$ cat src/rtl/bcdclk_pkg.sv
package bcdclk_pkg;
  localparam int SUB_W = 7;
  localparam int FIELD_CNT = 8;

  typedef struct packed {
    logic [SUB_W-1:0] sub;
    logic [7:0]       sec;
    logic [7:0]       min;
    logic [7:0]       hour;
    logic [7:0]       wday;
    logic [7:0]       mday;
    logic [7:0]       mon;
    logic [15:0]      year;
  } timeT;

  typedef struct packed {
    logic                 countEn;
    logic                 preHold;
    logic                 adjust;
    logic [FIELD_CNT-1:0] load;
  } strobeT;

  function automatic logic [7:0] bcdInc8(input logic [7:0] v);
    if (v[3:0] == 4'd9) return {v[7:4] + 4'd1, 4'd0};
    return {v[7:4], v[3:0] + 4'd1};
  endfunction

  function automatic int bcdToBin(input logic [7:0] v);
    return 10 * int'(v[7:4]) + int'(v[3:0]);
  endfunction

  function automatic logic isLeap(input logic [15:0] y);
    int yy;
    int cc;
    yy = bcdToBin(y[7:0]);
    cc = bcdToBin(y[15:8]);
    if (yy != 0) return (yy % 4) == 0;
    return (cc % 4) == 0;
  endfunction

  function automatic logic [7:0] lastDay(input logic [7:0] m, input logic leap);
    case (m)
      8'h02: return leap ? 8'h29 : 8'h28;
      8'h04, 8'h06, 8'h09, 8'h11: return 8'h30;
      default: return 8'h31;
    endcase
  endfunction
endpackage

$ cat src/rtl/bcdclk_ctrl.sv
module bcdclk_ctrl
  import bcdclk_pkg::*;
#(
  parameter int ADDR_W = 4,
  parameter int DATA_W = 16
) (
  input  logic              clk,
  input  logic              rstN,
  input  logic              tick,
  input  logic              wrEn,
  input  logic [ADDR_W-1:0] addr,
  input  logic [DATA_W-1:0] wrData,
  input  logic              secCarry,
  input  timeT              timeNow,
  output strobeT            strb,
  output logic [DATA_W-1:0] rdData,
  output logic              carryIrq
);
  localparam int IDX_CTLA = FIELD_CNT;
  localparam int IDX_CTLB = FIELD_CNT + 1;
  localparam int B_FLAG = 7;
  localparam int B_CIE  = 4;
  localparam int B_RUN  = 0;
  localparam int B_PRE  = 1;
  localparam int B_ADJ  = 2;
  localparam int B_EN   = 3;

  logic carryFlag, carryIe, runBit, preBit, enBit;
  logic wrA, wrB;
  wire unusedCtl = ^{wrData[DATA_W-1:8], wrData[6:5]};

  assign wrA = wrEn && (addr == ADDR_W'(IDX_CTLA));
  assign wrB = wrEn && (addr == ADDR_W'(IDX_CTLB));

  always_ff @(posedge clk) begin
    if (!rstN) begin
      carryFlag <= 1'b0;
      carryIe   <= 1'b0;
      runBit    <= 1'b0;
      preBit    <= 1'b0;
      enBit     <= 1'b0;
    end else begin
      if (secCarry) carryFlag <= 1'b1;
      else if (wrA && !wrData[B_FLAG]) carryFlag <= 1'b0;
      if (wrA) carryIe <= wrData[B_CIE];
      if (wrB) begin
        runBit <= wrData[B_RUN];
        preBit <= wrData[B_PRE];
        enBit  <= wrData[B_EN];
      end
    end
  end

  assign strb.countEn = tick && runBit && !preBit;
  assign strb.preHold = preBit;
  assign strb.adjust  = wrB && wrData[B_ADJ];

  for (genvar i = 0; i < FIELD_CNT; i++) begin : g_load
    assign strb.load[i] = wrEn && !runBit && (addr == ADDR_W'(i));
  end

  always_comb begin
    rdData = '0;
    case (int'(addr))
      0:        rdData = DATA_W'(timeNow.sub);
      1:        rdData = DATA_W'(timeNow.sec);
      2:        rdData = DATA_W'(timeNow.min);
      3:        rdData = DATA_W'(timeNow.hour);
      4:        rdData = DATA_W'(timeNow.wday);
      5:        rdData = DATA_W'(timeNow.mday);
      6:        rdData = DATA_W'(timeNow.mon);
      7:        rdData = DATA_W'(timeNow.year);
      IDX_CTLA: rdData = DATA_W'({carryFlag, 2'b00, carryIe, 4'b0000});
      IDX_CTLB: rdData = DATA_W'({enBit, 1'b0, preBit, runBit});
      default:  rdData = '0;
    endcase
  end

  assign carryIrq = carryFlag && carryIe;

  assert_flag_source_R7: assert property (@(posedge clk) disable iff (!rstN)
    (carryFlag && !$past(carryFlag)) |-> $past(secCarry));

  assert_no_count_stopped_R9: assert property (@(posedge clk) disable iff (!rstN)
    (!$past(runBit) && !$past(strb.adjust) && $past(strb.load) == '0)
      |-> $stable(timeNow.sec));
endmodule

$ cat src/rtl/bcdclk_datapath.sv
module bcdclk_datapath
  import bcdclk_pkg::*;
(
  input  logic        clk,
  input  logic        rstN,
  input  strobeT      strb,
  input  logic [15:0] wrData,
  output logic        secCarry,
  output timeT        timeNow
);
  localparam logic [SUB_W-1:0] SUB_MAX = '1;

  timeT cur, nxt;
  logic leapNow;
  logic [7:0] dimNow;

  assign secCarry = strb.countEn && (cur.sub == SUB_MAX);
  assign leapNow  = isLeap(cur.year);
  assign dimNow   = lastDay(cur.mon, leapNow);
  assign timeNow  = cur;

  always_comb begin
    logic secStep, minStep, hrStep, dayStep, monStep, yrStep;
    nxt = cur;
    minStep = 1'b0; hrStep = 1'b0; dayStep = 1'b0; monStep = 1'b0; yrStep = 1'b0;
    secStep = 1'b0;

    if (strb.adjust) begin
      nxt.sub = '0;
      nxt.sec = 8'h00;
      minStep = (cur.sec >= 8'h30);
    end else if (strb.countEn) begin
      nxt.sub = cur.sub + 1'b1;
      secStep = secCarry;
    end

    if (secStep) begin
      if (cur.sec == 8'h59) begin
        nxt.sec = 8'h00;
        minStep = 1'b1;
      end else nxt.sec = bcdInc8(cur.sec);
    end
    if (minStep) begin
      if (cur.min == 8'h59) begin
        nxt.min = 8'h00;
        hrStep  = 1'b1;
      end else nxt.min = bcdInc8(cur.min);
    end
    if (hrStep) begin
      if (cur.hour == 8'h23) begin
        nxt.hour = 8'h00;
        dayStep  = 1'b1;
      end else nxt.hour = bcdInc8(cur.hour);
    end
    if (dayStep) begin
      nxt.wday = (cur.wday == 8'h06) ? 8'h00 : cur.wday + 8'h01;
      if (cur.mday == dimNow) begin
        nxt.mday = 8'h01;
        monStep  = 1'b1;
      end else nxt.mday = bcdInc8(cur.mday);
    end
    if (monStep) begin
      if (cur.mon == 8'h12) begin
        nxt.mon = 8'h01;
        yrStep  = 1'b1;
      end else nxt.mon = bcdInc8(cur.mon);
    end
    if (yrStep) begin
      if (cur.year[7:0] == 8'h99) begin
        nxt.year[7:0]  = 8'h00;
        nxt.year[15:8] = (cur.year[15:8] == 8'h99) ? 8'h00 : bcdInc8(cur.year[15:8]);
      end else nxt.year[7:0] = bcdInc8(cur.year[7:0]);
    end

    if (strb.load[0]) nxt.sub  = wrData[SUB_W-1:0];
    if (strb.load[1]) nxt.sec  = wrData[7:0];
    if (strb.load[2]) nxt.min  = wrData[7:0];
    if (strb.load[3]) nxt.hour = wrData[7:0];
    if (strb.load[4]) nxt.wday = wrData[7:0];
    if (strb.load[5]) nxt.mday = wrData[7:0];
    if (strb.load[6]) nxt.mon  = wrData[7:0];
    if (strb.load[7]) nxt.year = wrData;

    if (strb.preHold) nxt.sub = '0;
  end

  always_ff @(posedge clk) begin
    if (!rstN) begin
      cur.sub  <= '0;
      cur.sec  <= 8'h00;
      cur.min  <= 8'h00;
      cur.hour <= 8'h00;
      cur.wday <= 8'h00;
      cur.mday <= 8'h01;
      cur.mon  <= 8'h01;
      cur.year <= 16'h2000;
    end else begin
      cur <= nxt;
    end
  end

  assert_sec_range_R2: assert property (@(posedge clk) disable iff (!rstN)
    (cur.sec[3:0] <= 4'd9) && (cur.sec <= 8'h59));

  assert_month_range_R2: assert property (@(posedge clk) disable iff (!rstN)
    (cur.mon >= 8'h01) && (cur.mon <= 8'h12) && (cur.mon[3:0] <= 4'd9));

  assert_wrap_R3: assert property (@(posedge clk) disable iff (!rstN)
    (secCarry && !strb.preHold && strb.load == '0) |=> (cur.sub == '0));

  assert_hold_R9: assert property (@(posedge clk) disable iff (!rstN)
    (!strb.countEn && !strb.adjust && strb.load == '0)
      |=> ($stable(cur.sec) && $stable(cur.min) && $stable(cur.mday) && $stable(cur.year)));

  assert_prescaler_held_R10: assert property (@(posedge clk) disable iff (!rstN)
    strb.preHold |=> (cur.sub == '0));

  assert_adjust_zero_R11: assert property (@(posedge clk) disable iff (!rstN)
    strb.adjust |=> (cur.sec == 8'h00));
endmodule

$ cat src/rtl/bcdclk_top.sv
module bcdclk_top
  import bcdclk_pkg::*;
#(
  parameter int ADDR_W = 4,
  parameter int DATA_W = 16
) (
  input  logic              clk,
  input  logic              rstN,
  input  logic              tick,
  input  logic              wrEn,
  input  logic [ADDR_W-1:0] addr,
  input  logic [DATA_W-1:0] wrData,
  output logic [DATA_W-1:0] rdData,
  output logic              carryIrq
);
  strobeT strb;
  timeT   timeNow;
  logic   secCarry;

  bcdclk_ctrl #(.ADDR_W(ADDR_W), .DATA_W(DATA_W)) u_ctrl (
    .clk(clk), .rstN(rstN), .tick(tick), .wrEn(wrEn), .addr(addr),
    .wrData(wrData), .secCarry(secCarry), .timeNow(timeNow),
    .strb(strb), .rdData(rdData), .carryIrq(carryIrq)
  );

  bcdclk_datapath u_dp (
    .clk(clk), .rstN(rstN), .strb(strb), .wrData(wrData[15:0]),
    .secCarry(secCarry), .timeNow(timeNow)
  );
endmodule

$ cat config.mk
export PLATFORM = sky130hd
export DESIGN_NAME = bcdclk_top
export DESIGN_NICKNAME = d
export VERILOG_FILES = /design/src/rtl/bcdclk_pkg.sv /design/src/rtl/bcdclk_ctrl.sv /design/src/rtl/bcdclk_datapath.sv /design/src/rtl/bcdclk_top.sv
export SDC_FILE = /design/constraint.sdc
export NUM_CORES = 1
export LEC_CHECK = 0
export BUFFER_PORTS_ARGS = -buffer_cell sky130_fd_sc_hd__buf_2
export CAP_MARGIN = 10
export CORE_AREA = 2 2 160 99
export DETAILED_ROUTE_END_ITERATION = 8
export DIE_AREA = 0 0 162 101
export PLACE_DENSITY = 0.66
export SYNTH_ARGS = -nofsm -noshare
export SYNTH_HDL_FRONTEND = slang
export SYNTH_SLANG_ARGS = --single-unit
$ cat constraint.sdc
create_clock -name clk -period 4.1 [get_ports clk]
set_input_delay 0.82 -clock clk [delete_from_list [all_inputs] [get_ports clk]]
set_output_delay 0.82 -clock clk [all_outputs]
set_load 0.01 [all_outputs]
==> run metrics <==
CTS buffer count=9; Post-synth EDFFs=0; Final setup viols=0; first-pass GRT wire length=31.0 mm; diodes inserted=0; cells after synthesis=~760; CTS tree=built; Top delay family on crit path=compound AO/OA/AOI/OAI gates; Seq cells post-synth=76; Placeable Area=15000 um2; Final min period=3.85 ns; Crit path arrival time=4.03 ns; P&R area growth vs syn=13.0%; worst-margin pin slew=0.917 ns; maximum operating frequency=0.260 GHz; outcome=completed; leakage=2.49 nW; GR peak layer=met1; ys async rst share=0%; antenna violations before repair=0; DP Cell Count=981; DR vias/cell=6.16; die area=16400 um2; GPL Wtd Cong=0.964; Tot GR Track Use=24.6%; Hold Vio Cnt, Final=0; post-DP HPWL=14.4 mm; period utilization=93.8%; clk_lat worst skew=0.34 ns; CP most frequent cell=ha_1; non-filler cells, final=997; worst min-delay path category=reg -> reg; Num Clock Sinks=76; WS Path Type=reg -> reg; # IOs=41; max-cap violations=0; clock buffer depth=2; nets@finish=between 800 and 900; via count=a little over 6000; Worst setup EP type=flop; grt total ovfl=0; DRC violations left=0; highest-delay cell along the critical path=or4b_2; Die X=between 150 and 200 um; CTS Hold Buffers Added=0; largest net degree at the start of global routing=47; layout cell share with drive strength beyond 1=13.1%; CP max stage delay=0.72 ns; Max Clock Skew=0.00758 ns; WHS=0.487 ns; Starting Density=39.1%; DR WL/cell=19.9 um; clock root buffer=clkbuf_16; RSZ-0062 raised after global routing=no; Synth Flop Type=dfxtp_1; vias in the first global route=approximately 5400; Die Ht=approximately 100 um; routing usage on met3=6.05%; H-tree lvl count=3; Avg Cell Area, Syn=7.68 um2; register clock-pin slew on the reported worst setup and hold paths=0.06 ns; # rows=35; number of routed nets with antenna violations=0; met2 Track Usage GR=32.5%; Overall Power=0.00182 W; Max VDD drop=around 0.16 mV; DR pass1 iterations=7; synth unique cells=79; drt initial violations=870; Post-Route Setup TNS=0 ns; Cell Area, Synth=approximately 5900 um2; Slew Limit Fails=0; slew margin rel.=approximately 39%; startpoint class of the critical path=flop; grt met1 use=38.9%; critical-path maximum fanout=9; Power Dens Cells=276 nW/um2; Worst EP required=4.28 ns; I/O Buffers=40; worst path bufs/invs=1; YS warnings=0; Cell Chain, Critical Path=ha_1, ha_1, fa_1, nor4b_1, o21ai_0, o21ba_2, or4b_2, a2111oi_4, buf_4, a31o_2, a31oi_1; drt total wl=about 20 mm; Seq/Total Area, Yosys=26.0%; Net Count, Synth=825
[kinds of logic (layout without fill, tap and decap cells)]
family	Yosys count	count (layout)	share of synthesized area [%]
and+or+nand+nor	321	321	28.3
DFF	76	76	26.0
xor gates and xnor gates	14	14	2.09
AOI/OAI and AO/OA	206	206	24.0
buffers and inverters	77	109	5.24
muxes	29	29	5.83
adders and majority gates	39	39	8.59
[registers in the layout, summed over array words and instances, names as in the netlist]
register / cells
u_ctrl.runBit: 1
u_ctrl.preBit: 1
u_ctrl.enBit: 1
u_dp.timeNow: 71
u_ctrl.carryIe: 1
u_ctrl.carryFlag: 1
[worst reg2reg max path, cell delays in order (launching register included)]
cell	delay, ns
dfxtp_1	0.49
ha_1	0.20
ha_1	0.18
fa_1	0.42
nor4b_1	0.27
o21ai_0	0.15
o21ba_2	0.24
or4b_2	0.72
a2111oi_4	0.50
buf_4	0.27
a31o_2	0.17
a31oi_1	0.07
[per-stage QoR]
stage | area [um2] | worst slack [ns] | util [%]
after CTS | 6610 | 0.220 | 44.2
after detailed placement | 6290 | 0.246 | 42.0
after floorplan | 5850 | 0.549 | -
final | 6610 | 0.254 | 44.2
after global placement | 6290 | 0.307 | 42.0
after global routing | 6610 | 0.00418 | 44.2
[where the power goes]
group	switching, W	internal, W	total, W	leakage, nW
Sequential	0.0000258	0.000753	0.000779	0.614
Combinational	0.000117	0.0000620	0.000179	1.73
Clock	0.000333	0.000534	0.000866	0.149
[cell usage after synthesis, types with 3 or more instances]
cell type | count | area share (%)
xor2_1 | 7 | 1.0
a221oi_1 | 16 | 2.4
buf_1 | 3 | 0.19
a31o_2 | 4 | 0.60
or3b_2 | 5 | 0.75
a211oi_1 | 14 | 1.8
dfxtp_1 | 76 | 26
nor3b_1 | 7 | 0.90
clkbuf_1 | 41 | 2.6
o221ai_1 | 4 | 0.60
and2_1 | 9 | 0.96
o21ai_0 | 41 | 3.5
nor2_1 | 81 | 5.2
o21a_1 | 3 | 0.38
o22ai_1 | 6 | 0.64
a31oi_1 | 21 | 2.2
o211ai_1 | 7 | 0.90
nand3_1 | 35 | 3.0
xnor2_1 | 7 | 1.0
nand2b_1 | 9 | 0.96
o32ai_1 | 3 | 0.45
a32oi_1 | 3 | 0.45
inv_1 | 27 | 1.7
or3_1 | 12 | 1.3
and3b_1 | 5 | 0.75
nor2b_1 | 15 | 1.6
a22o_1 | 3 | 0.45
nand4_1 | 11 | 1.2
a21oi_1 | 43 | 3.7
and3_1 | 9 | 0.96
or4b_1 | 3 | 0.51
a22oi_1 | 9 | 1.2
mux2i_1 | 24 | 4.1
ha_1 | 37 | 7.9
nand2_1 | 67 | 4.3
mux4_2 | 4 | 1.5
nor3_1 | 23 | 2.0
nor4_1 | 7 | 0.75
or2_2 | 3 | 0.32
nor4b_1 | 5 | 0.75
nand3b_1 | 5 | 0.64
[final timing paths]
path,from,end,slack [ns],cells after the start
max,u_dp.timeNow[4],u_dp.timeNow[6],0.25,11
min,u_ctrl.carryIe,u_ctrl.carryIe,0.49,2
max reg2reg,u_dp.timeNow[4],u_dp.timeNow[6],0.25,11
min reg2reg,u_ctrl.carryIe,u_ctrl.carryIe,0.49,2
[what timing repair did]
action,4_1_cts,5_1_grt
gates resized for setup,0,0
endpoints found under the setup margin,0,5
buffers inserted,0,0
[cell usage in the layout, fill, tap and decap left out, types with 12 or more instances in the layout]
cell type / instances
nor2_1: 81
nor3_1: 23
a21oi_1: 43
or3_1: 12
a31oi_1: 21
o21ai_0: 41
a221oi_1: 16
dfxtp_1: 76
buf_2: 40
buf_4: 25
mux2i_1: 24
nand2_1: 67
nand3_1: 35
inv_1: 27
nor2b_1: 15
ha_1: 37
a211oi_1: 14
[layout make-up]
type	instances	area [um2]
inverters	28	105
fillers	1535	8360
flip-flops and latches	76	1520
well taps	203	254
repair buffers	65	388
clock buffers	10	229
clock inverters	6	88.8
multi-input cells	609	4030
[routing by layer]
metal	part of all wire, %	up-vias
li1	-	2891
met1	49	2872
met2	38	341
met3	12	33
met4	1.4	0
met5	0	-
(Power assumes the default switching activity.)
